### config.mk
export PLATFORM = sky130hd
export DESIGN_NAME = clkmon_irq_unit
export DESIGN_NICKNAME = d
export VERILOG_FILES = /design/src/rtl/clkmon_pkg.sv /design/src/rtl/clkmon_sync.sv /design/src/rtl/clkmon_osc_qual.sv /design/src/rtl/clkmon_flag.sv /design/src/rtl/clkmon_irq_unit.sv
export SDC_FILE = /design/constraint.sdc
export NUM_CORES = 1
export LEC_CHECK = 0
export BUFFER_PORTS_ARGS = -buffer_cell sky130_fd_sc_hd__buf_2
export CAP_MARGIN = 20
export CORE_AREA = 3 3 40 42
export CTS_BUF_LIST = sky130_fd_sc_hd__clkbuf_16
export DETAILED_ROUTE_END_ITERATION = 8
export DIE_AREA = 0 0 43 45
export HOLD_SLACK_MARGIN = 0.08
export PLACE_DENSITY = 0.56
export SLEW_MARGIN = 20
export SYNTH_ARGS = -nofsm -noshare
export SYNTH_HDL_FRONTEND = slang
export SYNTH_SLANG_ARGS = --single-unit
### constraint.sdc
create_clock -name clk -period 1.4 [get_ports clk]
set_clock_uncertainty 0.05 [all_clocks]
set_input_delay 0.07 -clock clk [delete_from_list [all_inputs] [get_ports clk]]
set_output_delay 0.07 -clock clk [all_outputs]
set_load 0.01 [all_outputs]
### src/rtl/clkmon_pkg.sv
package clkmon_pkg;
  localparam int NSRC     = 2;
  localparam int SRC_LOCK = 0;
  localparam int SRC_OSC  = 1;

  typedef enum logic {
    SEL_ENABLE = 1'b0,
    SEL_CLEAR  = 1'b1
  } wr_sel_e;
endpackage

### src/rtl/clkmon_sync.sv
module clkmon_sync #(
  parameter int STAGES = 2
) (
  input  logic clk,
  input  logic rst_n,
  input  logic d,
  output logic q
);
  logic [STAGES-1:0] chain_q;

  generate
    if (STAGES == 1) begin : g_one
      always_ff @(posedge clk or negedge rst_n) begin
        if (!rst_n) chain_q <= '0;
        else        chain_q <= d;
      end
    end else begin : g_chain
      always_ff @(posedge clk or negedge rst_n) begin
        if (!rst_n) chain_q <= '0;
        else        chain_q <= {chain_q[STAGES-2:0], d};
      end
    end
  endgenerate

  assign q = chain_q[STAGES-1];
endmodule

### src/rtl/clkmon_osc_qual.sv
module clkmon_osc_qual (
  input  logic clk,
  input  logic rst_n,
  input  logic osc_en,
  input  logic full_stop,
  input  logic lock_st,
  output logic osc_rdy
);
  logic rdy_q;

  // Ready needs lock to come up, then holds until the oscillator goes away.
  always_ff @(posedge clk or negedge rst_n) begin
    if (!rst_n) rdy_q <= 1'b0;
    else        rdy_q <= osc_en && !full_stop && (rdy_q || lock_st);
  end

  assign osc_rdy = rdy_q;

  assert_forced_low_R7: assert property (@(posedge clk) disable iff (!rst_n)
    (!osc_en || full_stop) |=> !osc_rdy);

  assert_rise_needs_lock_R8: assert property (@(posedge clk) disable iff (!rst_n)
    $rose(osc_rdy) |-> $past(lock_st));
endmodule

### src/rtl/clkmon_flag.sv
module clkmon_flag (
  input  logic clk,
  input  logic rst_n,
  input  logic status,
  input  logic clr,
  output logic flag
);
  logic prev_q;
  logic flag_q;
  logic changed;

  assign changed = status ^ prev_q;

  always_ff @(posedge clk or negedge rst_n) begin
    if (!rst_n) begin
      prev_q <= 1'b0;
      flag_q <= 1'b0;
    end else begin
      prev_q <= status;
      if (changed)  flag_q <= 1'b1;  // a fresh change beats a clear
      else if (clr) flag_q <= 1'b0;
    end
  end

  assign flag = flag_q;

  // any change of the watched status sets the flag.
  assert_set_on_change_R3: assert property (@(posedge clk) disable iff (!rst_n)
    (status != $past(status)) |=> flag);

  assert_clear_R4: assert property (@(posedge clk) disable iff (!rst_n)
    (clr && status == $past(status)) |=> !flag);

  assert_set_wins_R5: assert property (@(posedge clk) disable iff (!rst_n)
    (clr && status != $past(status)) |=> flag);

  assert_hold_R4: assert property (@(posedge clk) disable iff (!rst_n)
    (!clr && status == $past(status)) |=> $stable(flag));
endmodule

### src/rtl/clkmon_irq_unit.sv
module clkmon_irq_unit
  import clkmon_pkg::*;
#(
  parameter int SYNC_STAGES = 2
) (
  input  logic       clk,
  input  logic       rst_n,
  input  logic       lock_raw,
  input  logic       osc_en,
  input  logic       full_stop,
  input  logic       wr_en,
  input  logic       wr_sel,
  input  logic [1:0] wr_data,
  output logic       lock_st,
  output logic       osc_rdy,
  output logic       lock_flag,
  output logic       osc_flag,
  output logic       lock_irq,
  output logic       osc_irq
);
  logic [NSRC-1:0] status_vec;
  logic [NSRC-1:0] clr_vec;
  logic [NSRC-1:0] flag_vec;
  logic [NSRC-1:0] ie_q;
  logic            wr_enable;
  logic            wr_clear;

  assign wr_enable = wr_en && (wr_sel == SEL_ENABLE);
  assign wr_clear  = wr_en && (wr_sel == SEL_CLEAR);

  clkmon_sync #(.STAGES(SYNC_STAGES)) u_lock_sync (
    .clk   (clk),
    .rst_n (rst_n),
    .d     (lock_raw),
    .q     (lock_st)
  );

  clkmon_osc_qual u_osc_qual (
    .clk       (clk),
    .rst_n     (rst_n),
    .osc_en    (osc_en),
    .full_stop (full_stop),
    .lock_st   (lock_st),
    .osc_rdy   (osc_rdy)
  );

  assign status_vec[SRC_LOCK] = lock_st;
  assign status_vec[SRC_OSC]  = osc_rdy;

  always_ff @(posedge clk or negedge rst_n) begin
    if (!rst_n)         ie_q <= '0;
    else if (wr_enable) ie_q <= wr_data[NSRC-1:0];
  end

  for (genvar i = 0; i < NSRC; i++) begin : g_src
    assign clr_vec[i] = wr_clear && wr_data[i];
    clkmon_flag u_flag (
      .clk    (clk),
      .rst_n  (rst_n),
      .status (status_vec[i]),
      .clr    (clr_vec[i]),
      .flag   (flag_vec[i])
    );
  end

  assign lock_flag = flag_vec[SRC_LOCK];
  assign osc_flag  = flag_vec[SRC_OSC];
  assign lock_irq  = flag_vec[SRC_LOCK] & ie_q[SRC_LOCK];
  assign osc_irq   = flag_vec[SRC_OSC]  & ie_q[SRC_OSC];

  assert_lock_masked_R6: assert property (@(posedge clk) disable iff (!rst_n)
    (wr_en && wr_sel == SEL_ENABLE && !wr_data[SRC_LOCK]) |=> !lock_irq);

  assert_osc_masked_R6: assert property (@(posedge clk) disable iff (!rst_n)
    (wr_en && wr_sel == SEL_ENABLE && !wr_data[SRC_OSC]) |=> !osc_irq);

  assert_lock_to_flag_R3: assert property (@(posedge clk) disable iff (!rst_n)
    (lock_st != $past(lock_st)) |=> lock_flag);
endmodule

Yosys cells after proc, flatten, opt, wreduce, memory -nomap -nowiden

Index checks and enable logic that the tools add are counted.

Multiplexer cells: 4
Bitwise logic cells: 5
Reduce and logical (&&, ||, !) cells: 10

Operator list:

| operator            | number |
|---|---|
| $logic_and A1 B1 Y1 | 6 |
| $mux W1             | 4 |
| $reduce_bool A2 Y1  | 2 |
| $and A1 B1 Y1       | 2 |
| $xor A1 B1 Y1       | 2 |
| $logic_not A1 Y1    | 1 |
| $logic_or A1 B1 Y1  | 1 |
| $not A1 Y1          | 1 |

Register bits: 9
Bits of input ports: 9
Output and inout bits: 6
Word-level logic and storage cells: 26

Depth between registers and ports, before layout

Word-level depth: 4
Gate-level depth with buffers: 2

Cells and area by module

Synthesis repeated with hierarchy kept, for this count alone.

Cells, all modules: 24
Area, all modules: 347.8 µm²

By module, submodules not included:

| module          | instances | cells an instance | area an instance (µm²) |
|---|---|---|---|
| clkmon_flag     | 2         | 5                 | 67.6 |
| clkmon_irq_unit | 1         | 9                 | 121.4 |
| clkmon_sync     | 1         | 2                 | 50.0 |
| clkmon_osc_qual | 1         | 3                 | 41.3 |

Worst setup path before layout

No wires, ideal clock.

Path type: register to register
Start point: register u_osc_qual.rdy_q, in the netlist u_osc_qual.osc_rdy
End point: register g_src[1].u_flag.flag_q
Arrival time: 0.730 ns
Data required time: 1.232 ns
Setup slack: 0.502 ns
Stages on the path, launching flop included: 3
Path buffers: 0
Path through: dfrtp_1 -> xor2_1 -> a21o_1

Cells in the longest elaborated chain, start to end: 2

RTL lines:

| what                                          | RTL line              | text |
|---|---|---|
| start, declared                               | clkmon_osc_qual.sv:9  | `logic rdy_q;` |
| start signal, assigned                        | clkmon_osc_qual.sv:14 | `else rdy_q <= osc_en && !full_stop && (rdy_q \|\| lock_st);` |
| $xor A1 B1 Y1 *                               | clkmon_flag.sv:12     | `assign changed = status ^ prev_q;` |
| $mux W1 or $reduce_bool A2 Y1 (tied branches) | --                    |  |
| end signal, assigned                          | clkmon_flag.sv:17     | `flag_q <= 1'b0;` |
| end signal, assigned                          | clkmon_flag.sv:20     | `if (changed) flag_q <= 1'b1;` |
| end signal, assigned                          | clkmon_flag.sv:21     | `else if (clr) flag_q <= 1'b0;` |
| end, declared                                 | clkmon_flag.sv:9      | `logic flag_q;` |

Mark *: on every way between the ends. The rest lies on a longest branch, timed or not.
A chain may end at the register's enable or synchronous reset.

Worst setup path after layout

Start point: input port full_stop
End point: register u_osc_qual.rdy_q, in the netlist u_osc_qual.osc_rdy

Cells in the longest elaborated chain, start to end: 3

RTL lines:

| what                             | RTL line              | text |
|---|---|---|
| start, declared                  | clkmon_irq_unit.sv:10 | `input logic full_stop,` |
| $logic_not A1 Y1                 | clkmon_osc_qual.sv:14 |  |
| $logic_and A1 B1 Y1 (2 in a row) | clkmon_osc_qual.sv:14 |  |

No other way between the ends.

==> results.md <==
- Switching pwr: between 0.15 and 0.2 mW
- Fin cells: 61
- Total GRT Usage: a little under 7%
- Worst Setup SP: full_stop
- Worst skew pair latency: 0.23 ns
- Chip height: around 45 um
- Final period util: around 95%
- Wire length per cell: just under 10 um
- Pre-CTS setup slack: 0.517 ns
- Crit path DAT: about 1.4 ns
- 1st-iter DRT viols: 1
- Sequential fraction of the synthesis area: between 60% and 70%
- Reg power frac: ~34%
- Inst Count DP: between 50 and 60
- Buffer levels on the longest clock path: 2
- Final Cell Area: ~560 um2
- Critical path destination: u_osc_qual.osc_rdy
- Worst-Margin Slew: ~0.19 ns
- Reg-to-Reg End: u_osc_qual.osc_rdy
- DRC Markers: 0
- Reg-to-Reg Start: u_osc_qual.osc_rdy
- Final Hold Viols: 0
- CTS buffer count: 3
- Startpoint types: input pin
- Syn nets: 31
- Antenna Cells: 0
- Avg Synthesized Cell Area: around 15 um2
- CP cell instances: dlygate4sd3_1, buf_2, nor3b_1, dlygate4sd3_1
- # Post-CTS Setup Buffers: 0
- IO Port Bufs: 14
- Synth-to-layout area growth: 67.9%
- Crit end category: flip-flop
- Top-area cell type share of the netlist area: approximately 67%
- Largest stage delay, worst path: about 0.56 ns
- Die W: 43 um
- I/O pin cnt: 15
- RSZ-0062 raised after global routing: false
- Leading cell type in the layout, fill and taps excluded: buf_2
- Max-cap violations: 0
- CTS Sinks: 9
- Initial antenna violation count: 0
- Cts repair resizes: 0
- TritonCTS clock tree: built
- CTS root buf: clkbuf_16
- Cell mode on critical path: dlygate4sd3_1
- Final Critical Period: roughly 1.3 ns
- Vias per cell: 4.16
- Worst r2r path cells: 3
- Count of pins over their slew limit: 0
- Clk slew on worst S/H paths: 0.04 ns
- Die area: 1940 um2
- Clock share of power: between 50% and 60%
- Fraction of layout cells with a size suffix above 1: 43.5%
- Largest net degree at the start of global routing: 10
- Commonest non-fill, non-tap cells in the layout: buf_2 (14), dfrtp_1 (9), dlygate4sd3_1 (6)
- Vias after detailed routing: ~250
- # nets final: 56
- Internal power: between 0.7 and 0.8 mW
- Synth warn: 0
- Row cnt: 13
- Core box area: between 1000 and 1500 um2
- Setup WS post-layout: 0.0724 ns
- Setup TNS Final: 0 ns
- Slowest cell on the critical path: dlygate4sd3_1
- #FFs+latches synth: 9
- Final setup violation count: 0
- Critical path type: in2reg
- Combinational Power Share: 11.2%
- Post-Synthesis Cell Area: about 340 um2
- Filler cells: 120
- FMAX: about 750 MHz
- Remaining global-route overflow: 0
- Rel. slew slack: between 80% and 90%
- First-pass GRT wire length: 910 um
- Status: complete, no violations
- Routability cong.: between 0.7 and 0.8
- Vias in the first global route: 242
- First-pass iteration count of the detailed router: 2
- Max FO, Critical Path: 1
- Power density cells: 1560 nW/um2
- Leading area contributor after synthesis: dfrtp_1
- Final ANT Viol Nets: 0
- Worst vdd rail ir drop: 0.00100 V
- Worst hold margin: around 0.1 ns
- H-tree level count: 1
- Leak pwr: 0.283 nW
- Reg2reg setup slack: 0.12 ns
- Critical Path RT: roughly 1.5 ns
- Synth cell types: 9
- Initial core utilization: roughly a quarter
- Synth area leaders: dfrtp_1 (67%), mux2_4 (9.0%), xor2_1 (5.2%)
- Cell Area, Placed: 424 um2
- Final wirelength: a little under 600 um
- Worst hold path class: in2reg
- Sw Ratio: ~19%
- Mapped Cells: 22
## worst min path at each step
stage / startpoint / to / slack [ns] / depth (start not counted)
after floorplan: rst_n / g_src[0].u_flag.flag / -0.28 / 0
after global placement: rst_n / u_lock_sync.chain_q[0] / -0.13 / 1
after detailed placement: rst_n / u_lock_sync.chain_q[0] / -0.13 / 1
after CTS: wr_en / g_src[1].u_flag.flag / 0.1 / 3
after global routing: wr_en / g_src[1].u_flag.flag / 0.13 / 3
final: wr_en / g_src[1].u_flag.flag / 0.10 / 3
## cells in the mapped netlist
cell     number
a21o_1        2
and2_1        2
dfrtp_1       9
mux2_4        2
nand3_1       2
nor2_1        1
nor2b_4       1
nor3b_1       1
xor2_1        2
## worst max-delay path: cells and delay by family
kind / cells / cell delay, ns
and+or+nand+nor: 1 / 0.17
buffers and inverters: 3 / 1.21
## cells by family after synthesis
logic type,Yosys count,share of synthesized area (%)
DFF,9,67.2
and+or+nand+nor,7,14.2
AOI/OAI and AO/OA,2,4.48
xor gates and xnor gates,2,5.22
muxes,2,8.96
## layout make-up
class / count / area [um2] / share of cell area (%)
Clock buffer: 3 / 75.1 / 13.3
Clock inverter: 1 / 3.75 / 0.667
Multi-Input combinational cell: 13 / 110 / 19.6
Sequential cell: 9 / 225 / 40.0
Tap cell: 15 / 18.8 / 3.33
Timing Repair Buffer: 20 / 130 / 23.1
## layer usage
layer | wire length [um] | global-route usage (%) | up-vias
met3 | 65 | 5.18 | 0
met1 | 293 | 7.75 | 117
met2 | 232 | 9.88 | 15
met4 | 0 | 1.81 | 0
met5 | 0 | 0 | -
li1 | - | - | 122
## what timing repair did
item / in CTS / in global routing
hold buffers: 6 / 0
endpoints found under the setup margin: 0 / 0
hold endpoints to repair: 13 / 0
## through the flow
step / total power [mW] / utilization [%]
final: 0.878 / 43.8
after detailed placement: 0.387 / 33.0
after floorplan: 0.344 / -
after global routing: 0.914 / 43.8
after global placement: 0.385 / 33.0
after CTS: 0.889 / 43.8
## sequential cells by signal, indices dropped and copies added (netlist names)
register and flops:
g_src.u_flag.prev_q 2, ie_q 2, g_src.u_flag.flag 2, u_lock_sync.chain_q 2, u_osc_qual.osc_rdy 1
## power groups by stage
stage | combinational [mW] | sequential (mW) | clock (mW)
floorplan | 0.0413 | 0.303 | 0
global placement | 0.0859 | 0.299 | 0
detailed placement | 0.0871 | 0.300 | 0
CTS | 0.100 | 0.297 | 0.492
global route | 0.107 | 0.299 | 0.507
finish | 0.0984 | 0.296 | 0.483
Power figures use the tool's default switching activity.
